--- src/rtl/aht_pkg.sv ---
package aht_pkg;
   typedef enum logic [1:0] {
      ACT_IDLE   = 2'd0,
      ACT_INSERT = 2'd1,
      ACT_REPLAY = 2'd2,
      ACT_DENY   = 2'd3
   } aht_act_e;
endpackage

--- src/rtl/aht_prio_pick.sv ---
module aht_prio_pick #(
   parameter int N = 4
) (
   input  logic [N-1:0] vec,
   output logic [N-1:0] onehot,
   output logic         any
);
   always_comb begin
      logic seen;
      seen   = 1'b0;
      onehot = '0;
      for (int i = 0; i < N; i++) begin
         if (vec[i] && !seen) begin
            onehot[i] = 1'b1;
            seen      = 1'b1;
         end
      end
   end
   assign any = |vec;
endmodule

--- src/rtl/aht_thread_bank.sv ---
module aht_thread_bank
   import aht_pkg::*;
#(
   parameter int ENTRIES = 8,
   parameter int ADDR_W  = 32,
   parameter int SEQ_W   = 16
) (
   input  logic              clk,
   input  logic              rst_n,
   input  logic              rm_en,
   input  logic [ADDR_W-1:0] rm_addr,
   input  logic              rq_en,
   input  logic [ADDR_W-1:0] rq_addr,
   input  logic [SEQ_W-1:0]  rq_seq,
   input  logic              rq_ifetch,
   input  logic              rq_blocked,
   output logic              rq_grant,
   output logic              bank_full
);
   logic [ENTRIES-1:0] vld_q;
   logic [ADDR_W-1:0]  addr_q [ENTRIES];
   logic [SEQ_W-1:0]   seq_q  [ENTRIES];

   logic [ENTRIES-1:0] rm_match, rm_1h, kept;
   logic [ENTRIES-1:0] rq_hit, rq_own, ins_1h;
   logic               rm_any, has_free;
   aht_act_e           act;

   for (genvar e = 0; e < ENTRIES; e++) begin : g_cmp
      assign rm_match[e] = vld_q[e] && (addr_q[e] == rm_addr);
      assign rq_hit[e]   = kept[e] && (addr_q[e] == rq_addr);
      assign rq_own[e]   = rq_hit[e] && (seq_q[e] == rq_seq);
   end

   aht_prio_pick #(.N(ENTRIES)) u_rm_pick (
      .vec(rm_match), .onehot(rm_1h), .any(rm_any)
   );

   // removal is applied before the request is decided
   assign kept = vld_q & ~(rm_en ? rm_1h : '0);

   aht_prio_pick #(.N(ENTRIES)) u_free_pick (
      .vec(~kept), .onehot(ins_1h), .any(has_free)
   );

   always_comb begin
      act = ACT_IDLE;
      if (rq_en) begin
         if (rq_blocked)        act = ACT_DENY;
         else if (rq_ifetch)    act = has_free ? ACT_INSERT : ACT_DENY;
         else if (|rq_own)      act = ACT_REPLAY;
         else if (|rq_hit)      act = ACT_DENY;
         else if (has_free)     act = ACT_INSERT;
         else                   act = ACT_DENY;
      end
   end

   assign rq_grant  = (act == ACT_INSERT) || (act == ACT_REPLAY);
   assign bank_full = &vld_q;

   always_ff @(posedge clk or negedge rst_n) begin
      if (!rst_n) begin
         vld_q <= '0;
         for (int e = 0; e < ENTRIES; e++) begin
            addr_q[e] <= '0;
            seq_q[e]  <= '0;
         end
      end else begin
         vld_q <= kept | ((act == ACT_INSERT) ? ins_1h : '0);
         for (int e = 0; e < ENTRIES; e++) begin
            if ((act == ACT_INSERT) && ins_1h[e]) begin
               addr_q[e] <= rq_addr;
               seq_q[e]  <= rq_seq;
            end
         end
      end
   end

   logic unused_rm_any;
   assign unused_rm_any = rm_any;
endmodule

--- src/rtl/inflight_addr_gate.sv ---
module inflight_addr_gate #(
   parameter int THREADS = 4,
   parameter int ENTRIES = 8,
   parameter int ADDR_W  = 32,
   parameter int SEQ_W   = 16,
   localparam int TID_W  = (THREADS > 1) ? $clog2(THREADS) : 1
) (
   input  logic               clk,
   input  logic               rst_n,
   input  logic               req_valid,
   input  logic [TID_W-1:0]   req_tid,
   input  logic [ADDR_W-1:0]  req_addr,
   input  logic [SEQ_W-1:0]   req_seq,
   input  logic               req_ifetch,
   input  logic [THREADS-1:0] xlat_hold,
   output logic               req_grant,
   input  logic               rm_valid,
   input  logic [TID_W-1:0]   rm_tid,
   input  logic [ADDR_W-1:0]  rm_addr,
   output logic [THREADS-1:0] tbl_full
);
   if (THREADS < 1) begin : g_bad_threads
      $error("THREADS must be at least 1");
   end
   if (ENTRIES < 1) begin : g_bad_entries
      $error("ENTRIES must be at least 1");
   end
   if (ADDR_W < 1 || SEQ_W < 1) begin : g_bad_width
      $error("ADDR_W and SEQ_W must be at least 1");
   end

   logic [THREADS-1:0] sel_rq, sel_rm, bank_grant;

   if (THREADS == 1) begin : g_single
      assign sel_rq[0] = req_valid;
      assign sel_rm[0] = rm_valid;
      logic unused_tids;
      assign unused_tids = ^{req_tid, rm_tid};
   end else begin : g_multi
      for (genvar t = 0; t < THREADS; t++) begin : g_sel
         assign sel_rq[t] = req_valid && (req_tid == TID_W'(t));
         assign sel_rm[t] = rm_valid && (rm_tid == TID_W'(t));
      end
   end

   for (genvar t = 0; t < THREADS; t++) begin : g_bank
      aht_thread_bank #(
         .ENTRIES(ENTRIES), .ADDR_W(ADDR_W), .SEQ_W(SEQ_W)
      ) u_bank (
         .clk       (clk),
         .rst_n     (rst_n),
         .rm_en     (sel_rm[t]),
         .rm_addr   (rm_addr),
         .rq_en     (sel_rq[t]),
         .rq_addr   (req_addr),
         .rq_seq    (req_seq),
         .rq_ifetch (req_ifetch),
         .rq_blocked(xlat_hold[t]),
         .rq_grant  (bank_grant[t]),
         .bank_full (tbl_full[t])
      );
   end

   assign req_grant = |bank_grant;
endmodule

--- config.mk ---
export PLATFORM = sky130hd
export DESIGN_NAME = inflight_addr_gate
export DESIGN_NICKNAME = d
export VERILOG_FILES = /design/src/rtl/aht_pkg.sv /design/src/rtl/aht_prio_pick.sv /design/src/rtl/aht_thread_bank.sv /design/src/rtl/inflight_addr_gate.sv
export SDC_FILE = /design/constraint.sdc
export NUM_CORES = 2
export LEC_CHECK = 0
export ABC_CLOCK_PERIOD_IN_PS = 4700
export BUFFER_PORTS_ARGS = -buffer_cell sky130_fd_sc_hd__buf_2
export CAP_MARGIN = 20
export CORE_ASPECT_RATIO = 2
export CORE_MARGIN = 2
export CORE_UTILIZATION = 30
export CTS_BUF_LIST = sky130_fd_sc_hd__clkbuf_16
export CTS_CLUSTER_SIZE = 24
export DETAILED_ROUTE_END_ITERATION = 12
export SETUP_SLACK_MARGIN = 0.2
export SKIP_LAST_GASP = 1
export SLEW_MARGIN = 20
export SYNTH_ARGS = -nofsm -noshare
export SYNTH_HDL_FRONTEND = slang
export SYNTH_SLANG_ARGS = --single-unit
--- constraint.sdc ---
create_clock -name clk -period 4.7 [get_ports clk]
set_clock_uncertainty 0.05 [all_clocks]
set_input_delay 0.94 -clock clk [delete_from_list [all_inputs] [get_ports clk]]
set_output_delay 0.94 -clock clk [all_outputs]
set_load 0.005 [all_outputs]
=== After elaboration in Yosys (flattened, before gate mapping) ===
Index checks and enable logic that the tools add are counted.

* Register bits after elaboration: 1568
* Bits of input ports: 93

* Equal/unequal tests: 110
* Multiplexer cells: 144
* Bitwise logic cells: 16
* Reductions and logical operators: 271

{| class="wikitable"
|+ Operators with widths
! kind !! count
|-
| $eq 32x32->1 || 64
|-
| $eq 16x16->1 || 32
|-
| $logic_and 1x1->1 || 192
|-
| $mux 1 || 112
|-
| $reduce_or 8->1 || 12
|-
| $mux 8 || 8
|-
| $not 8->8 || 8
|-
| $logic_not 1->1 || 56
|-
| $mux 2 || 24
|-
| $and 8x8->8 || 4
|-
| $or 8x8->8 || 4
|-
| $reduce_and 8->1 || 4
|-
| $eq 2x2->1 const B || 8
|-
| $eq 2x1->1 const B || 6
|-
| $logic_not 2->1 || 2
|-
| $logic_or 1x1->1 || 4
|-
| $reduce_or 4->1 || 1
|}

=== Longest topological paths before layout ===
* Word-level depth: 52
* Gate-level depth with buffers: 23

=== By module ===
A second synthesis with hierarchy kept.

* Cells, all modules: 7701
* Area total of the unflattened synthesis: 90872.2 um^2

{| class="wikitable"
|+ Modules (own cells, without submodules)
! module !! instances !! cells an instance !! area an instance (um^2) !! sequential area each (um^2)
|-
| aht_thread_bank || 4 || 1899 || 22502.8 || 9809.4
|-
| aht_prio_pick || 8 || 12 || 98.8 || 0.0
|-
| inflight_addr_gate || 1 || 9 || 70.1 || 0.0
|}

=== Worst setup path before layout ===
No wires, ideal clock.

* Path type: input to register
* From: in rm_addr[6]
* To: reg g_bank[1].u_bank.addr_q[58] (netlist name)
* Library setup time: 0.125 ns
* Arrival: 5.486 ns
* Required time: 4.525 ns
* Slack: -0.961 ns
* Stages: 21
* Path buffers: 5
* Cell sequence: buf_2 -> buf_2 -> buf_2 -> xnor2_1 -> nand4_1 -> nor4_1 -> nand4_1 -> or4_1 -> o21ai_2 -> or3_1 -> o22ai_1 -> o21ai_0 -> ha_1 -> nand3_1 -> or3b_2 -> or2_4 -> or3_4 -> nand2b_4 -> buf_6 -> buf_6 -> mux2_4

* Cells in the longest elaborated chain, start to end: 37
* Elaborated cells between the ends (all ways): 94

{| class="wikitable"
|+ Ends and longest elaborated chain
! item !! line !! RTL
|-
| start: declaration || inflight_addr_gate.sv:19 || <nowiki>input logic [ADDR_W-1:0] rm_addr,</nowiki>
|-
| $eq 32x32->1 || aht_thread_bank.sv:30 || <nowiki>assign rm_match[e] = vld_q[e] && (addr_q[e] == rm_addr);</nowiki>
|-
| $logic_and 1x1->1 || aht_thread_bank.sv:30 ||
|-
| $mux 1 || aht_prio_pick.sv:13 || <nowiki>if (vec[i] && !seen) begin</nowiki>
|-
| $logic_not 1->1 || aht_prio_pick.sv:13 ||
|-
| $logic_and 1x1->1 || aht_prio_pick.sv:13 ||
|-
| $mux 1 || aht_prio_pick.sv:13 ||
|-
| $logic_not 1->1 || aht_prio_pick.sv:13 ||
|-
| $logic_and 1x1->1 || aht_prio_pick.sv:13 ||
|-
| [21 not listed] || -- ||
|-
| $mux 2 || aht_thread_bank.sv:50, aht_thread_bank.sv:53 ||
|-
| $mux 2 || aht_thread_bank.sv:52 || <nowiki>else if (|rq_hit) act = ACT_DENY;</nowiki>
|-
| $mux 2 || aht_thread_bank.sv:51 || <nowiki>else if (|rq_own) act = ACT_REPLAY;</nowiki>
|-
| $mux 2 || aht_thread_bank.sv:50 || <nowiki>else if (rq_ifetch) act = has_free ? ACT_INSERT : ACT_DENY;</nowiki>
|-
| $mux 2 || aht_thread_bank.sv:49 || <nowiki>if (rq_blocked) act = ACT_DENY;</nowiki>
|-
| $mux 2 || aht_thread_bank.sv:48 || <nowiki>if (rq_en) begin</nowiki>
|-
| $eq 2x1->1 || aht_thread_bank.sv:71 || <nowiki>if ((act == ACT_INSERT) && ins_1h[e]) begin</nowiki>
|-
| $logic_and 1x1->1 * || aht_thread_bank.sv:71 ||
|-
| end signal: indexed assignment || aht_thread_bank.sv:72 || <nowiki>addr_q[e] <= rq_addr;</nowiki>
|-
| end: declaration || aht_thread_bank.sv:21 || <nowiki>logic [ADDR_W-1:0] addr_q [ENTRIES];</nowiki>
|}

Every way passes the cells marked *; elsewhere a longest branch is shown, timed or not.
A chain may end at the register's enable or synchronous reset.

=== Final worst setup path ===
* From: in rm_addr[19]
* To: out req_grant

* Cells in the longest elaborated chain, start to end: 38
* Elaborated cells between the ends (all ways): 305

{| class="wikitable"
|+ Ends and longest elaborated chain
! item !! line !! RTL
|-
| $eq 32x32->1 || aht_thread_bank.sv:30 ||
|-
| $logic_and 1x1->1 || aht_thread_bank.sv:30 ||
|-
| $mux 1 || aht_prio_pick.sv:13 ||
|-
| $logic_not 1->1 || aht_prio_pick.sv:13 ||
|-
| $logic_and 1x1->1 || aht_prio_pick.sv:13 ||
|-
| $mux 1 || aht_prio_pick.sv:13 ||
|-
| $logic_not 1->1 || aht_prio_pick.sv:13 ||
|-
| $logic_and 1x1->1 || aht_prio_pick.sv:13 ||
|-
| [22 not listed] || -- ||
|-
| $mux 2 || aht_thread_bank.sv:52 ||
|-
| $mux 2 || aht_thread_bank.sv:51 ||
|-
| $mux 2 || aht_thread_bank.sv:50 ||
|-
| $mux 2 || aht_thread_bank.sv:49 ||
|-
| $mux 2 || aht_thread_bank.sv:48 ||
|-
| $eq 2x1->1 or $eq 2x2->1 (tied branches) || aht_thread_bank.sv:58 || <nowiki>assign rq_grant = (act == ACT_INSERT) || (act == ACT_REPLAY);</nowiki>
|-
| $logic_or 1x1->1 || aht_thread_bank.sv:58 ||
|-
| $reduce_or 4->1 * || inflight_addr_gate.sv:64 || <nowiki>assign req_grant = |bank_grant;</nowiki>
|-
| end: declaration || inflight_addr_gate.sv:16 || <nowiki>output logic req_grant,</nowiki>
|}

Marks and branches as above.

==> metrics <==
run status complete, but fails checks; failing checks negative setup slack; hold_sp g_bank[3].u_bank.seq_q[60]; FMAX 0.167 GHz; post-synth cell types 80; worst r2r src g_bank[1].u_bank.addr_q[172]; DRT Pass-1 Iters 5; Residual DRC 0; top_reg_cell synth dfrtp_1; DR vias/cell 5.14; DR vias 67,600; clk slew on worst S/H paths 60 ps; die area 307,000 um^2; Crit. End Element output port; max_cap viols 0; ranking of synthesized cells by area dfrtp_1, xor2_1, mux2_2; Synth top cells by count xor2_1, dfrtp_1, mux2_2; final worst path period share 1.27; Final Critical Period 5990 ps; wire per inst 30.7 um; critical path arrival 5000 ps; Comb pwr share 0.383; final WL 405 mm; Post-Route Utilization 0.387; hold_ws 467 ps; Slew Limit Headroom 0.297; Post-Syn Area 90,600 um^2; pin count of the biggest net entering global routing 142; Clock Power Share 0.209; Starting Density 0.301; initial antenna violation count 22; CTS tree yes; Hold Fails Final Rpt 0; hpwl dp 308 mm; Final Power 0.0609 W; worst slew pin tran 1050 ps; Finish-stage setup viols 840; cell count after placement 12,800; simple-gate portion of the synthesized area 0.0799; largest fanout on the critical path 6; PwrDens 523 nW/um^2; DR iter-0 viols 4,500; final non-filler cell total 13,200; GPL Wtd Cong 1.00; sw power 0.0219 W; dpl ws -1810 ps; Core Rows 285; chip height 781 um; most frequent cell after synthesis xor2_1; Worst Slack Setup Final -1290 ps; final antenna-violating net count 0; Seq pwr share 0.409; post-synthesis sequential area ratio 0.433; first-pass GRT wire length 557 mm; fraction of registers with async set/reset 1.00; H-tree Lvls 4; vias in the first global route 71,900; gr ovfl total 0; sw frac 0.360; peak supply drop 0.288 mV; Area Growth Syn to Fin 28.5%; cells after synthesis 7,600; clk root buf clkbuf_16; clock sink count 1,568; largest family of logic cells by synthesized area XOR/XNOR gates; Final nets 9,127; IO Port Bufs 97; Cell Int Power 0.0390 W; Synth Area in Compound Gates 0.00884; critical path class in -> out; Post-synth EDFFs 0; flops & latches, synth 1,568; CP startpoint rm_addr[19]; Synthesized Nets 7,697; syn avg cell area 11.9 um^2; layout cells sized above 1 0.422; gr usage total 0.258; Final Max Slew Viols 0; Worst Path Required 3710 ps; I/O pin count 98; share of the synthesized area in the top cell type 0.433; post-synthesis mux area share 0.194; post-synth top area cell dfrtp_1; crit path launch type input pin; number of CTS-inserted buffers 154; Synth Warn # 0; post-synthesis adder-cell area fraction 0.000552; die width 393 um; clock buffer depth 4; RSZ-0062 raised after global routing yes; core area 301,000 um^2; HP Class reg -> reg; Pleak 52.1 nW; Clock Latency Late Sink 860 ps; Synth Area in XOR/XNOR 0.246
-- routing by layer --
layer	vias up	track usage	wire length [um]
met5	-	0	106
met4	16	0.236	45400
met3	1245	0.0380	19900
met2	2310	0.448	201000
met1	35000	0.267	139000
li1	29100	-	-
-- state kept, by name, indices dropped and copies added (netlist names) --
signal                flops
g_bank.u_bank.vld_q      32
g_bank.u_bank.addr_q   1024
g_bank.u_bank.seq_q     512
-- layout by cell type (no fill, tap or decap), drive strengths merged, types with 9 or more instances in the layout --
master     n
mux2    1536
clkinv    65
nor4     507
nor4b     11
dfrtp   1568
and3       9
buf     1888
nand2     68
clkbuf   169
o31ai     10
xnor2    717
inv       41
nand3     73
bufinv    14
xor2    1830
nor3      54
nor2      50
diode     13
or3       23
o21ai     40
or4       11
nand2b    39
nand4    300
-- final cells by class --
type | instances | area, um^2
fillers | 29300 | 185000
multi-input cells | 5386 | 49700
flip-flops and latches | 1568 | 39200
repair buffers | 1903 | 17600
well taps | 4018 | 5030
clock buffers | 155 | 3880
clock inverters | 111 | 932
inverters | 17 | 63.8
diodes | 13 | 32.5
-- path summary, 6_finish.rpt --
| check | to | slack, ps | cells past startpoint |
|---|---|---|---|
| worst max-delay path | req_grant | -1290 | 20 |
| worst min-delay path | g_bank[3].u_bank.seq_q[60] | 470 | 1 |
| worst max register to register | g_bank[1].u_bank.seq_q[18] | -500 | 21 |
| worst min register to register | g_bank[3].u_bank.seq_q[60] | 470 | 1 |
| max in group asynchronous | g_bank[1].u_bank.addr_q[147] | 2520 | 4 |
| min in group asynchronous | g_bank[3].u_bank.seq_q[4] | 600 | 2 |
-- cell families after synthesis --
family,Yosys count
flops,1568
mux,1536
buf+inv,646
compound gates,110
xor+xnor,2547
simple gates,1189
fa+ha+maj,4
-- power groups by stage --
stage,Sequential [W],Combinational (W),Clock (W)
floorplan,0.0238,0.0139,0
global placement,0.0248,0.0225,0
detailed placement,0.0251,0.0228,0
CTS,0.0249,0.0232,0.0130
global route,0.0256,0.0248,0.0134
finish,0.0249,0.0233,0.0127
-- worst max-delay path: stages --
cell	delay, ps
buf_6	180
buf_12	220
buf_4	200
buf_4	200
xnor2_1	170
nand4_1	150
nor4_2	360
nand3_2	190
buf_4	190
nand4_4	70
nand4bb_4	190
o21ai_1	110
or3_4	400
a31oi_1	190
a21oi_1	70
ha_2	370
buf_12	130
nand4_1	260
buf_4	230
buf_2	120
-- what timing repair did --
action	4_1_cts	5_1_grt
hold endpoints to repair	32	0
setup endpoints to repair	1552	1378
pin swaps	51	28
gates cloned	10	20
gates resized for setup	172	77
buffers inserted	22	31
hold buffers	1	0
-- per-stage QoR --
step	instance area [um^2]	setup TNS (ps)
after floorplan	92000	-185590
after global placement	109000	-2039290
after detailed placement	109000	-1877940
after CTS	115000	-156790
after global routing	116000	-287030
final	116000	-169480
No activity file was read; power rests on OpenSTA's default activity.
